--- config.mk ---
export PLATFORM = sky130hd
export DESIGN_NAME = ifetch_line_buf
export DESIGN_NICKNAME = d
export VERILOG_FILES = /design/src/rtl/ifb_pkg.sv /design/src/rtl/ifb_rst_sync.sv /design/src/rtl/ifb_ctrl.sv /design/src/rtl/ifb_store.sv /design/src/rtl/ifetch_line_buf.sv
export SDC_FILE = /design/constraint.sdc
export NUM_CORES = 1
export LEC_CHECK = 0
export BUFFER_PORTS_ARGS = -buffer_cell sky130_fd_sc_hd__buf_2
export CORE_MARGIN = 3
export CORE_UTILIZATION = 35
export CTS_CLUSTER_SIZE = 40
export DETAILED_ROUTE_END_ITERATION = 10
export PLACE_DENSITY = 0.72
export SLEW_MARGIN = 5
export SYNTH_ARGS = -nofsm -noshare
export SYNTH_HDL_FRONTEND = slang
export SYNTH_SLANG_ARGS = --single-unit
--- constraint.sdc ---
create_clock -name clk -period 1.7 [get_ports clk]
set_clock_uncertainty 0.2 [all_clocks]
set_input_delay 0.34 -clock clk [delete_from_list [all_inputs] [get_ports clk]]
set_output_delay 0.34 -clock clk [all_outputs]
set_load 0.03 [all_outputs]
--- src/rtl/ifb_pkg.sv ---
package ifb_pkg;
  typedef enum logic [1:0] {
    ST_IDLE = 2'd0,
    ST_REQ  = 2'd1,
    ST_WAIT = 2'd2
  } ifb_state_e;
endpackage

--- src/rtl/ifb_rst_sync.sv ---
module ifb_rst_sync (
  input  logic clk,
  input  logic rst_n,
  output logic rst_q
);
  logic meta_q;

  always_ff @(posedge clk or negedge rst_n) begin
    if (!rst_n) begin
      meta_q <= 1'b0;
      rst_q  <= 1'b0;
    end else begin
      meta_q <= 1'b1;
      rst_q  <= meta_q;
    end
  end
endmodule

--- src/rtl/ifb_ctrl.sv ---
module ifb_ctrl
  import ifb_pkg::*;
(
  input  logic       clk,
  input  logic       rst_n,
  input  logic       up_req,
  input  logic       hit,
  input  logic       dn_wait,
  output ifb_state_e state,
  output logic       start,
  output logic       fill_done,
  output logic       up_wait,
  output logic       dn_req
);
  ifb_state_e state_d;

  // decode of the current state
  assign start     = (state == ST_IDLE) && up_req && !hit;
  assign fill_done = (state == ST_WAIT) && !dn_wait;
  assign dn_req    = (state != ST_IDLE);
  assign up_wait   = dn_req || start;

  // next state
  always_comb begin
    state_d = state;
    unique case (state)
      ST_IDLE: if (start)    state_d = ST_REQ;
      ST_REQ:  if (dn_wait)  state_d = ST_WAIT;
      ST_WAIT: if (!dn_wait) state_d = ST_IDLE;
      default:               state_d = ST_IDLE;
    endcase
  end

  // state register
  always_ff @(posedge clk or negedge rst_n) begin
    if (!rst_n) state <= ST_IDLE;
    else        state <= state_d;
  end
endmodule

--- src/rtl/ifb_store.sv ---
module ifb_store #(
  parameter int ADDR_W = 32,
  parameter int WORD_W = 32
) (
  input  logic                clk,
  input  logic                rst_n,
  input  logic                flush,
  input  logic                start,
  input  logic                fill_done,
  input  logic [ADDR_W-1:0]   up_addr,
  input  logic [4*WORD_W-1:0] dn_rdata,
  output logic                hit,
  output logic [2*WORD_W-1:0] up_rdata,
  output logic [ADDR_W-1:0]   dn_addr
);
  localparam int OFF_W = $clog2(4*WORD_W/8);
  localparam int TAG_W = ADDR_W - OFF_W;
  localparam int HALF  = OFF_W - 1;

  logic [TAG_W-1:0]    pend_tag_q, tag_q;
  logic [4*WORD_W-1:0] line_q;
  logic                valid_q, valid_d;
  logic                sel_hi;

  // the half-select bit is not part of the tag
  assign sel_hi  = up_addr[HALF];
  assign hit     = valid_q && (tag_q == up_addr[ADDR_W-1:OFF_W]);
  assign dn_addr = {pend_tag_q, {OFF_W{1'b0}}};

  // a flush wins over a fill that lands on the same edge
  always_comb begin
    valid_d = valid_q;
    if (fill_done) valid_d = 1'b1;
    if (flush)     valid_d = 1'b0;
  end

  always_ff @(posedge clk or negedge rst_n) begin
    if (!rst_n) valid_q <= 1'b0;
    else        valid_q <= valid_d;
  end

  // data registers: no reset, written only when enabled
  always_ff @(posedge clk) begin
    if (start) pend_tag_q <= up_addr[ADDR_W-1:OFF_W];
  end

  always_ff @(posedge clk) begin
    if (fill_done) begin
      line_q <= dn_rdata;
      tag_q  <= pend_tag_q;
    end
  end

  // the two word lanes of the returned block
  for (genvar g = 0; g < 2; g++) begin : g_lane
    assign up_rdata[g*WORD_W +: WORD_W] =
      sel_hi ? line_q[(g+2)*WORD_W +: WORD_W] : line_q[g*WORD_W +: WORD_W];
  end
endmodule

--- src/rtl/ifetch_line_buf.sv ---
module ifetch_line_buf #(
  parameter int ADDR_W = 32,
  parameter int WORD_W = 32
) (
  input  logic                clk,
  input  logic                rst_n,
  input  logic                flush,
  input  logic                up_req,
  input  logic [ADDR_W-1:0]   up_addr,
  output logic                up_wait,
  output logic [2*WORD_W-1:0] up_rdata,
  output logic                dn_req,
  output logic [ADDR_W-1:0]   dn_addr,
  input  logic                dn_wait,
  input  logic [4*WORD_W-1:0] dn_rdata
);
  import ifb_pkg::*;

  logic       rst_q;
  logic       hit, start, fill_done;
  ifb_state_e state;

  ifb_rst_sync u_rst (
    .clk   (clk),
    .rst_n (rst_n),
    .rst_q (rst_q)
  );

  ifb_ctrl u_ctrl (
    .clk       (clk),
    .rst_n     (rst_q),
    .up_req    (up_req),
    .hit       (hit),
    .dn_wait   (dn_wait),
    .state     (state),
    .start     (start),
    .fill_done (fill_done),
    .up_wait   (up_wait),
    .dn_req    (dn_req)
  );

  ifb_store #(.ADDR_W(ADDR_W), .WORD_W(WORD_W)) u_store (
    .clk       (clk),
    .rst_n     (rst_q),
    .flush     (flush),
    .start     (start),
    .fill_done (fill_done),
    .up_addr   (up_addr),
    .dn_rdata  (dn_rdata),
    .hit       (hit),
    .up_rdata  (up_rdata),
    .dn_addr   (dn_addr)
  );
endmodule

==> key figures <==
Run status
  – Status: complete, but fails checks
  – Failing checks: setup timing

Power
  – Total power draw: 13.3 mW
  – Sw Pwr: 3.71 mW
  – Comb pwr share: 0.259
  – Sequential Power Share: 0.455
  – Clock power frac: 0.286
  – Cell internal pwr: approximately 9.6 mW
  – Switching Fraction: 0.278
  – IR drop worst, VDD: 0.726 mV
  – Pwr/cell area: 1120 nW/um^2
  – Static leakage: about 4.8 nW

Logic synthesis
  – Ranking of synthesized cells by area: edfxtp_1 81%, mux2_2 11%, xor2_1 2.4%, dfrtp_1 1.8%, xnor2_1 1.2%
  – Synth cell types: 19
  – Mapped Area: between 6000 and 7000 sq um
  – Top cell type by total area after synthesis: edfxtp_1
  – Synthesis Warnings: 0
  – Seq cells post-synth: 189
  – Share of the synthesized area in the top cell type: 0.811
  – Mean Syn Cell Area: between 20 and 25 sq um
  – Mapped Cells: 314
  – Sequential element share of the synthesized area: 0.830

Floorplanning
  – Die X: 146 um
  – Die area: 21200 sq um
  – Die height: 146 um
  – Initial Util: 0.361
  – Core area: 18900 sq um
  – Row count: 50
  – # IOs: 263

STA
  – Fmax: 363 MHz
  – Final Cycle Share: 1.62
  – Final Max Tran Viols: 0
  – Unrepaired setup endpoints after global routing: yes
  – Final Hold Viols: 0
  – Minimum clock period: 2760 ps
  – Final setup violation count: 167
  – Setup ws final: -1060 ps
  – Hold_ws: 52.1 ps

Route
  – Vias: 4751
  – Via-to-Cell Ratio: 4.48
  – Routed WL: around 20000 um
  – Initial DRT Pass Iterations: 4
  – Routed WL per cell: 18.8 um
  – Antenna Violating Nets Remaining: 0
  – Iter 0 DRT Violations: 228
  – DR DRC count: 0

Clock tree
  – Clock Sinks: 189
  – Root Buffer: clkbuf_16
  – Clock latency on the worst-skew pair: 420 ps
  – TritonCTS clock tree: yes
  – CTS clk-pin slew, worst paths: about 70 ps
  – CTS Buf Count: 17
  – H-tree level count: 4
  – Clock buffer depth: 2

Setup path
  – Reg2Reg Depth: 7
  – Reg2Reg Capture Point: u_store.pend_tag_q[22]
  – Cell family with most CP delay: simple AND/OR/NAND/NOR gates
  – R2r setup slk: -760 ps
  – Crit. End Element: output pin
  – Worst Path Buf+Inv: 1
  – Arrival @ worst endpoint: 2220 ps
  – Crit path launch: u_store.tag_q[7]
  – Crit-path max FO: 2
  – R2r startpoint: u_store.tag_q[7]
  – Crit-path max cell delay: 430 ps
  – CP Cell Sequence: xor2_1, nor4_1, nand3_1, o41ai_4, nand2b_4, buf_6
  – Crit path max-delay cell type: nor4_1
  – Startpoint types: flip-flop
  – WP data required: 1160 ps
  – Crit path kind: reg2out

Global routing
  – Most crowded layer after global routing: met2
  – Grt met2 use: 0.335
  – GR Layer Usage met3: 0.0492
  – Total global routing overflow: 0
  – Largest net degree at the start of global routing: 26
  – Vias in the first global route: 5358
  – Global-route met1 utilization: 0.197
  – All-Layer GR Usage: 0.180
  – Antenna violations before repair: 1
  – First-pass GRT wire length: 29600 um

Final layout
  – Design area: 11900 sq um
  – Final nets: 951
  – Layout cells sized above 1: 0.503
  – Most frequent cells in the layout: 188 x buf_2, 184 x edfxtp_1, 160 x dlygate4sd3_1
  – Synth-to-Final Area Change: 75.0%
  – Post-route insts no fill: 1060
  – Commonest non-fill, non-tap cell in the layout: buf_2

Placement
  – GP Congestion: 0.824
  – Hpwl dp: ~11000 um
  – PortBufs: 255
  – Placed insts: between 800 and 900
  – Placed cell area: around 8700 sq um

Worst hold path
  – Min-Delay Path Class: in2async

Flow run
  – Max-capacitance violation count: 0
==> Yosys cell counts <==
library cell and instances:
nand2b_1 3, xor2_1 19, nand4_1 3, nor2_1 4
conb_1 2, buf_2 6, clkbuf_1 1, o41ai_2 1
nor4_1 4, edfxtp_1 184, nand3_1 1, o22ai_1 1
or2_2 1, mux2_2 64, nor3_1 1, xnor2_1 9
a21boi_0 1, dfrtp_1 5, buf_4 4
==> power by group through the flow <==
stage | clock network (mW) | registers, mW | logic [mW]
floorplan | 0 | 6.39 | 1.08
global placement | 0 | 6.12 | 2.22
detailed placement | 0 | 6.15 | 2.26
CTS | 3.89 | 6.06 | 3.19
global route | 4.11 | 6.12 | 3.61
finish | 3.82 | 6.07 | 3.45
==> per-stage QoR <==
| stage | worst slack, ps | setup TNS, ps | utilization |
|---|---|---|---|
| global placement | -813 | -31280 | 0.460 |
| CTS | -1070 | -27500 | 0.613 |
| global route | -1140 | -35720 | 0.631 |
| floorplan | -1750 | -285020 | - |
| detailed placement | -816 | -31540 | 0.460 |
| finish | -1060 | -28300 | 0.631 |
==> state kept, by name, indices dropped and copies added (netlist names) <==
name / count
u_store.line_q: 128
u_store.pend_tag_q: 28
u_store.tag_q: 28
u_ctrl.state: 2
u_rst.meta_q: 1
u_rst.rst_q: 1
u_store.valid_q: 1
==> layer usage <==
metal	part of all wire	vias to the layer above	wire length, um
met3	0.053	36	1060
met1	0.38	2353	7600
li1	-	2169	-
met2	0.54	193	10800
met5	0	-	0
met4	0.024	0	474
==> worst max-delay path by stage <==
stage / cells past startpoint / to
after floorplan: 2 / u_store.line_q[0]
after global placement: 9 / u_store.pend_tag_q[0]
after detailed placement: 9 / u_store.pend_tag_q[14]
after CTS: 7 / up_wait
after global routing: 6 / up_wait
final: 6 / up_wait
==> final cells by class <==
type                       count  area [sq um]
antenna                        1          2.50
clock buffer                  17           425
clock inverter                15           136
fill                        1313          6970
multi-input combinational    117          1330
sequential                   189          5650
tap                          260           325
timing repair buffer         461          4050
==> cells by family (layout without fill, tap and decap cells) <==
| family | Yosys count | in the layout | share of synthesized area |
|---|---|---|---|
| flops | 189 | 189 | 0.830 |
| mux | 64 | 64 | 0.106 |
| xor+xnor | 28 | 28 | 0.0360 |
| simple gates | 17 | 17 | 0.0138 |
| buf+inv | 11 | 493 | 0.00937 |
| compound gates | 3 | 3 | 0.00441 |
| other cells | 2 | 6 | 0.00110 |
==> what timing repair did <==
item	4_1_cts	5_1_grt
pin swaps	1	1
setup buffers	4	8
resized for setup	174	42
hold endpoints to repair	164	0
cloned	5	7
hold buffers	160	0
setup endpoints to repair	95	177
(Power assumes the default switching activity.)
